$ cat config.mk
export PLATFORM = sky130hd
export DESIGN_NAME = fill_bus_ctrl
export DESIGN_NICKNAME = d
export VERILOG_FILES = /design/src/rtl/fbc_pkg.sv /design/src/rtl/fbc_miss_regs.sv /design/src/rtl/fbc_parity_chk.sv /design/src/rtl/fbc_fill_fsm.sv /design/src/rtl/fill_bus_ctrl.sv
export SDC_FILE = /design/constraint.sdc
export NUM_CORES = 1
export LEC_CHECK = 0
export ABC_AREA = 1
export ABC_CLOCK_PERIOD_IN_PS = 3600
export BUFFER_PORTS_ARGS = -buffer_cell sky130_fd_sc_hd__clkbuf_2
export CAP_MARGIN = 10
export CORE_ASPECT_RATIO = 0.7
export CORE_UTILIZATION = 49
export DETAILED_ROUTE_END_ITERATION = 7
export GPL_TIMING_DRIVEN = 0
export PLACE_DENSITY_LB_ADDON = 0.1
export SLEW_MARGIN = 20
export SYNTH_ARGS = -nofsm -noshare
export SYNTH_HDL_FRONTEND = slang
export SYNTH_SLANG_ARGS = --single-unit
$ cat constraint.sdc
create_clock -name clk -period 3.6 [get_ports clk]
set_input_delay 0.18 -clock clk [delete_from_list [all_inputs] [get_ports clk]]
set_output_delay 0.18 -clock clk [all_outputs]
set_load 0.005 [all_outputs]
$ cat src/rtl/fbc_pkg.sv
// Shared types for the fill write-back controller.
// Assumes: fill sequencing needs only four RAM-side states.
package fbc_pkg;
    typedef enum logic [1:0] {
        ST_IDLE  = 2'd0,
        ST_WRITE = 2'd1,
        ST_WAIT  = 2'd2,
        ST_READ  = 2'd3
    } fbc_state_e;
endpackage

$ cat src/rtl/fbc_miss_regs.sv
// Miss slots: hold the cache index of each outstanding load miss.
// Loads go to the lowest free slot. A slot is freed when its fill completes.
// Assumes: a freed slot and a newly loaded slot never coincide on one edge,
// because a load only targets slots that were free before the edge.
module fbc_miss_regs #(
    parameter int IDX_W = 22,
    parameter int SLOTS = 2
) (
    input  logic                     clk,
    input  logic                     rst_n,
    input  logic                     load_req,
    input  logic [IDX_W-1:0]         load_addr,
    input  logic                     free_en,
    input  logic [$clog2(SLOTS)-1:0] free_slot,
    input  logic [$clog2(SLOTS)-1:0] rd_slot,
    output logic [SLOTS-1:0]         busy,
    output logic [IDX_W-1:0]         rd_addr,
    output logic                     grant
);
    localparam int SLOT_W = $clog2(SLOTS);

    logic [IDX_W-1:0]  addr_q [SLOTS];
    logic [SLOTS-1:0]  busy_q;
    logic [SLOT_W-1:0] pick;
    logic              found;
    logic              load_en;

    // Choose the lowest-numbered free slot for an incoming miss.
    always_comb begin
        found = 1'b0;
        pick  = '0;
        for (int i = 0; i < SLOTS; i++) begin
            if (!busy_q[i] && !found) begin
                found = 1'b1;
                pick  = SLOT_W'(i);
            end
        end
    end

    assign load_en = load_req && found;
    assign grant   = found;
    assign busy    = busy_q;
    assign rd_addr = addr_q[rd_slot];

    for (genvar g = 0; g < SLOTS; g++) begin : g_slot
        // Per-slot storage: set on load, clear on fill completion.
        always_ff @(posedge clk) begin
            if (!rst_n) begin
                busy_q[g] <= 1'b0;
                addr_q[g] <= '0;
            end else if (load_en && pick == SLOT_W'(g)) begin
                busy_q[g] <= 1'b1;
                addr_q[g] <= load_addr;
            end else if (free_en && free_slot == SLOT_W'(g)) begin
                busy_q[g] <= 1'b0;
            end
        end


        free_clears_chk: assert property (@(posedge clk) disable iff (!rst_n)
            (free_en && free_slot == SLOT_W'(g)) |=> !busy_q[g]);
    end


    full_hold_chk: assert property (@(posedge clk) disable iff (!rst_n)
        (&busy_q && !free_en) |=> $stable(busy_q));
endmodule

$ cat src/rtl/fbc_parity_chk.sv
// Even byte parity checker for returned fill data.
// Check bit k covers data byte k. Purely combinational.
// Assumes: DATA_W is a multiple of 8.
module fbc_parity_chk #(
    parameter int DATA_W = 128
) (
    input  logic [DATA_W-1:0]   data,
    input  logic [DATA_W/8-1:0] check,
    output logic                bad
);
    localparam int NB = DATA_W / 8;

    logic [NB-1:0] byte_bad;

    for (genvar b = 0; b < NB; b++) begin : g_byte
        // One parity tree per byte: byte plus its check bit must XOR to zero.
        assign byte_bad[b] = ^{data[8*b +: 8], check[b]};
    end

    assign bad = |byte_bad;
endmodule

$ cat src/rtl/fbc_fill_fsm.sv
// RAM-side sequencer. It starts fill writes and reads, retries a write until
// acknowledged, holds a fill while idle-cache is asserted, and flags parity and
// fill errors on data cycles.
// Assumes: at most one fill waits while another is being written.
module fbc_fill_fsm
    import fbc_pkg::*;
#(
    parameter int IDX_W = 22
) (
    input  logic             clk,
    input  logic             rst_n,
    input  logic             fill_in,
    input  logic             fill_id_in,
    input  logic [1:0]       busy,
    input  logic [IDX_W-1:0] slot_addr,
    input  logic             dack_in,
    input  logic             cache_idle_in,
    input  logic             rd_req_in,
    input  logic [IDX_W-1:0] rd_idx_in,
    input  logic             nocheck_in,
    input  logic             fill_err_in,
    input  logic             par_bad,
    output logic             pick_slot,
    output logic             free_en,
    output logic             free_slot,
    output logic [IDX_W-1:0] idx_o,
    output logic             ram_we_o,
    output logic             ram_oe_o,
    output logic             par_err_o,
    output logic             mchk_o
);
    fbc_state_e state_q;
    logic       pend_q;
    logic       pend_slot_q;
    logic       cur_q;
    logic       live;
    logic       cand_v;
    logic       cand_slot;
    logic       data_cycle;

    // Candidate fill: a held one first, otherwise a fresh fill for a busy slot.
    always_comb begin
        live       = fill_in && busy[fill_id_in];
        cand_v     = pend_q || live;
        cand_slot  = pend_q ? pend_slot_q : fill_id_in;
        data_cycle = (state_q == ST_WRITE) && dack_in;
    end

    assign pick_slot = cand_slot;
    assign free_en   = data_cycle;
    assign free_slot = cur_q;

    // State, enables and error pulses for the cache RAM port.
    always_ff @(posedge clk) begin
        if (!rst_n) begin
            state_q     <= ST_IDLE;
            pend_q      <= 1'b0;
            pend_slot_q <= 1'b0;
            cur_q       <= 1'b0;
            idx_o       <= '0;
            ram_we_o    <= 1'b0;
            ram_oe_o    <= 1'b0;
            par_err_o   <= 1'b0;
            mchk_o      <= 1'b0;
        end else begin
            par_err_o <= data_cycle && !nocheck_in && par_bad;
            mchk_o    <= data_cycle && fill_err_in;
            ram_we_o  <= 1'b0;
            ram_oe_o  <= 1'b0;
            unique case (state_q)
                ST_IDLE, ST_READ: begin
                    if (cand_v && !cache_idle_in) begin
                        state_q  <= ST_WRITE;
                        ram_we_o <= 1'b1;
                        idx_o    <= slot_addr;
                        cur_q    <= cand_slot;
                        pend_q   <= 1'b0;
                    end else if (cand_v) begin
                        pend_q      <= 1'b1;
                        pend_slot_q <= cand_slot;
                        state_q     <= ST_IDLE;
                    end else if (rd_req_in && !cache_idle_in) begin
                        state_q  <= ST_READ;
                        ram_oe_o <= 1'b1;
                        idx_o    <= rd_idx_in;
                    end else begin
                        state_q <= ST_IDLE;
                    end
                end
                ST_WRITE: begin
                    if (live && !pend_q) begin
                        pend_q      <= 1'b1;
                        pend_slot_q <= fill_id_in;
                    end
                    state_q <= dack_in ? ST_IDLE : ST_WAIT;
                end
                ST_WAIT: begin
                    if (live && !pend_q) begin
                        pend_q      <= 1'b1;
                        pend_slot_q <= fill_id_in;
                    end
                    if (!cache_idle_in) begin
                        state_q  <= ST_WRITE;
                        ram_we_o <= 1'b1;
                    end
                end
                default: state_q <= ST_IDLE;
            endcase
        end
    end


    nodack_gap_chk: assert property (@(posedge clk) disable iff (!rst_n)
        (state_q == ST_WRITE && !dack_in) |=> (state_q == ST_WAIT && !ram_we_o));


    err_flag_chk: assert property (@(posedge clk) disable iff (!rst_n)
        (state_q == ST_WRITE && dack_in && fill_err_in) |=> mchk_o);


    idle_hold_chk: assert property (@(posedge clk) disable iff (!rst_n)
        (cache_idle_in && state_q != ST_WRITE) |=> (!ram_we_o && !ram_oe_o));


    free_fill_chk: assert property (@(posedge clk) disable iff (!rst_n)
        (fill_in && !busy[fill_id_in] && !pend_q && state_q != ST_WAIT) |=> !ram_we_o);
endmodule

$ cat src/rtl/fill_bus_ctrl.sv
// Top level: miss slots, fill sequencer, parity checker and the one-cycle-ahead
// data-bus ownership register.
// Assumes: all inputs are synchronous to clk. fill_id_in picks one of two slots.
module fill_bus_ctrl #(
    parameter int IDX_W  = 22,
    parameter int DATA_W = 128
) (
    input  logic                clk,
    input  logic                rst_n,
    input  logic                miss_req_in,
    input  logic [IDX_W-1:0]    miss_addr_in,
    output logic                miss_grant_out,
    output logic [1:0]          slot_busy_out,
    input  logic                fill_in,
    input  logic                fill_id_in,
    input  logic                dack_in,
    input  logic                bus_req_in,
    input  logic                cache_idle_in,
    input  logic                nocheck_in,
    input  logic                fill_err_in,
    input  logic [DATA_W-1:0]   data_in,
    input  logic [DATA_W/8-1:0] check_in,
    input  logic                rd_req_in,
    input  logic [IDX_W-1:0]    rd_idx_in,
    output logic [IDX_W-1:0]    idx_out,
    output logic                ram_we_out,
    output logic                ram_oe_out,
    output logic                bus_drive_out,
    output logic                par_err_out,
    output logic                mchk_out
);
    localparam int SLOTS = 2;

    logic [SLOTS-1:0] busy;
    logic [IDX_W-1:0] slot_addr;
    logic             pick_slot;
    logic             free_en;
    logic             free_slot;
    logic             par_bad;

    fbc_miss_regs #(.IDX_W(IDX_W), .SLOTS(SLOTS)) u_miss (
        .clk       (clk),
        .rst_n     (rst_n),
        .load_req  (miss_req_in),
        .load_addr (miss_addr_in),
        .free_en   (free_en),
        .free_slot (free_slot),
        .rd_slot   (pick_slot),
        .busy      (busy),
        .rd_addr   (slot_addr),
        .grant     (miss_grant_out)
    );

    fbc_parity_chk #(.DATA_W(DATA_W)) u_par (
        .data  (data_in),
        .check (check_in),
        .bad   (par_bad)
    );

    fbc_fill_fsm #(.IDX_W(IDX_W)) u_fsm (
        .clk           (clk),
        .rst_n         (rst_n),
        .fill_in       (fill_in),
        .fill_id_in    (fill_id_in),
        .busy          (busy),
        .slot_addr     (slot_addr),
        .dack_in       (dack_in),
        .cache_idle_in (cache_idle_in),
        .rd_req_in     (rd_req_in),
        .rd_idx_in     (rd_idx_in),
        .nocheck_in    (nocheck_in),
        .fill_err_in   (fill_err_in),
        .par_bad       (par_bad),
        .pick_slot     (pick_slot),
        .free_en       (free_en),
        .free_slot     (free_slot),
        .idx_o         (idx_out),
        .ram_we_o      (ram_we_out),
        .ram_oe_o      (ram_oe_out),
        .par_err_o     (par_err_out),
        .mchk_o        (mchk_out)
    );

    assign slot_busy_out = busy;

    // Bus ownership for the next cycle: release whenever the system asks.
    always_ff @(posedge clk) begin
        if (!rst_n) bus_drive_out <= 1'b0;
        else        bus_drive_out <= !bus_req_in;
    end


    drv_release_chk: assert property (@(posedge clk) disable iff (!rst_n)
        bus_req_in |=> !bus_drive_out);


    drv_take_chk: assert property (@(posedge clk) disable iff (!rst_n)
        !bus_req_in |=> bus_drive_out);


    we_oe_apart_chk: assert property (@(posedge clk) disable iff (!rst_n)
        !(ram_we_out && ram_oe_out));
endmodule

==> out/qor.txt <==
Die Ht = 88.9 um
Number of top-level pins = 229
Req. time, crit path = 3810 ps
Initial DRC count = 303
CTS tree = yes
Hold-fix buffers, CTS = 1
Nets = 1,222
DR WL/cell = 11.5 um
Netlist cell types = 34
WP buf/inv = 4
Number of global-route vias before repair = 4,781
Top post-synthesis cells by count = nand2_1, inv_1, nand3_1
Int Power = 0.00190 W
CP arrival = 2020 ps
Slowest-stage cell, CP = dfxtp_1
GRT Total Usage = 24.2%
Starting density of the core = 50.8%
Worst setup path class = register to register
Largest net degree at the start of global routing = 23
Clock power share = 32.8%
HP Class = primary input to register
Remaining global-route overflow = 0
Most numerous cell in the Yosys netlist = nand2_1
Peak Freq = 552 MHz
Logic pwr share = 27.7%
Pleak = 3.93 nW
Sequential-to-total area share from yosys stat = 37.9%
Clock Skews = 7.76 ps
Filler cells = 948
Normalized max-slew margin = 48.9%
Post-synth EDFFs = 44
Cells after synthesis = 779
Crit-path cells = inv_1 > ha_1 > inv_1 > nor2_1 > nand2_1 > nor2_1 > nor2_2 > inv_4 > buf_6 > o21ai_1 > a31oi_1
Critical Path Fanout Max = 10
Period Utilization, post-route = 50.3%
Global-route wire length before repair = 21,200 um
Layout cells sized above 1 = 26.2%
TritonCTS buffer count = 9
Initial antenna violation count = 0
Yosys warns = 0
Root Driver = clkbuf_16
Sequential Power Share = 39.6%
Area leader, netlist = edfxtp_1
Dpl hpwl = 10,800 um
PwrDens = 397 mW/mm2
Cell Area, Synth = 0.00528 mm2
CTS H-tree depth = 3
Final Core Density = 66.6%
Synth Area per Inst = 6.78 um2
Worst Tran Pin Value = 764 ps
Slowest stage delay, CP = 380 ps
Primary FF master, synth = edfxtp_1
RSZ-0062 raised after global routing = false
Max Cap Viol = 0
Core ar. = 0.0104 mm2
Clock latency on the worst-skew pair = 340 ps
VDD IR-drop max = 0.325 mV
Async S/R FF share, synth = 0%
Setup crit start kind = register
Antenna Violating Nets Remaining = 0
Final Wtd Congestion = 0.792
Final worst path period need = 1810 ps
Worst-path clk slew = 60 ps
Synth top area cells = edfxtp_1, nand2_1, dfxtp_1, inv_1, xnor2_1
Area of the die = 0.0112 mm2
Sw frac = 30.7%
Slew Viols, Final = 0
CP top delay family = buffers and inverters
Diode count = 0
Area grow syn2layout = 31.1%
Buffers on Ports = 228
Syn_nets = 981
Vias per std cell = 4.73
Final setup viols = 0
DR pass1 iterations = 5
Register bit total from synthesis = 78
Chip width = 126 um
Post-route setup TNS = 0 ps
CTS resizes = 0
Hold Vio Cnt, Final = 0
Num rows = 31
Post-CTS Setup Bufs = 0
Crit. End Element = register
Num Clock Sinks = 78
Drt total wl = 13,400 um
Share of the synthesized area in the top cell type = 25.0%
Clock buffer depth = 2
Vias after detailed routing = 5,474
Status = complete, no violations
DRC = 0
Net switching power = 0.000845 W
[logic make-up after synthesis]
group                      share of synthesized area [%]
adders and majority gates                          0.710
DFF                                                 37.9
muxes                                              0.189
and+or+nand+nor                                     34.3
AOI/OAI and AO/OA                                   6.39
xor gates and xnor gates                            10.1
buffers and inverters                               10.4
[tightest hold or removal path: cells and delay by family]
kind	cells	cell delay (ps)
AOI/OAI and AO/OA	1	70
buffers and inverters	1	80
and+or+nand+nor	1	50
[per-stage QoR]
stage	power [W]	instances	area [um2]	hold WS [ps]	setup slack, ps
finish	0.00275	1157	6930	82.0	1790
floorplan	0.00157	779	5280	252	965
detailed placement	0.00186	1140	6620	347	1810
global route	0.00291	1157	6930	85.7	1620
CTS	0.00276	1157	6930	78.6	1790
global placement	0.00184	1139	6590	344	81.3
[power groups by stage]
stage | clock network, W | logic (W) | registers [W]
after global placement | 0 | 0.000735 | 0.00111
after global routing | 0.000949 | 0.000867 | 0.00110
after floorplan | 0 | 0.000466 | 0.00110
after detailed placement | 0 | 0.000757 | 0.00111
final | 0.000900 | 0.000760 | 0.00109
after CTS | 0.000907 | 0.000763 | 0.00109
[per-layer routing]
layer  global-route usage (%)  up-vias  share of wire [%]
li1                         -     2911                  -
met1                     31.7     2347                 46
met2                     40.7      200                 45
met3                     6.47       16                8.3
met4                     5.37        0                1.0
met5                        0        -                  0
[cells in the final DEF (no fill, tap or decap), types with 4 or more instances in the layout]
| cell type | synthesis | routed |
|---|---|---|
| nand2_1 | 291 | 291 |
| a31oi_1 | 23 | 23 |
| clkbuf_1 | 10 | 10 |
| xor2_1 | 23 | 23 |
| o21ai_0 | 11 | 9 |
| or2_2 | 7 | 7 |
| nand3_1 | 62 | 62 |
| clkbuf_16 | 0 | 9 |
| inv_1 | 115 | 115 |
| buf_2 | 4 | 4 |
| dfxtp_1 | 34 | 34 |
| o21ai_1 | 19 | 19 |
| nand3b_1 | 9 | 9 |
| edfxtp_1 | 44 | 44 |
| clkbuf_2 | 0 | 228 |
| nor2_1 | 59 | 59 |
| xnor2_1 | 38 | 38 |
[final timing paths]
| kind | startpoint | to | slack [ps] | cells past startpoint |
|---|---|---|---|---|
| min reg2reg | u_fsm.free_slot | u_fsm.free_slot | 480 | 2 |
| max reg2reg | u_fsm.state_q[0] | u_fsm.idx_o[7] | 1790 | 11 |
| max | u_fsm.state_q[0] | u_fsm.idx_o[7] | 1790 | 11 |
| min | rd_idx_in[4] | u_fsm.idx_o[4] | 80 | 3 |
[layout make-up]
cell class	count	area, um2	area share (%)
Buffer	21	106	1.54
Clock buffer	9	225	3.25
Clock inverter	7	75.1	1.08
Inverter	117	442	6.38
Multi-Input combinational cell	563	2750	39.7
Sequential cell	78	2000	28.9
Tap cell	132	165	2.38
Timing Repair Buffer	230	1160	16.8
[sequential cells by signal (all words and copies together), names as in the netlist]
signal / flops
u_miss.addr_q: 44
u_fsm.pend_q: 1
u_fsm.state_q: 2
u_fsm.idx_o: 22
u_fsm.mchk_o: 1
u_fsm.par_err_o: 1
u_fsm.free_slot: 1
bus_drive_out: 1
u_fsm.ram_we_o: 1
u_fsm.ram_oe_o: 1
u_fsm.pend_slot_q: 1
u_miss.busy: 2
Note: power is estimated with default switching activity, not from simulation.
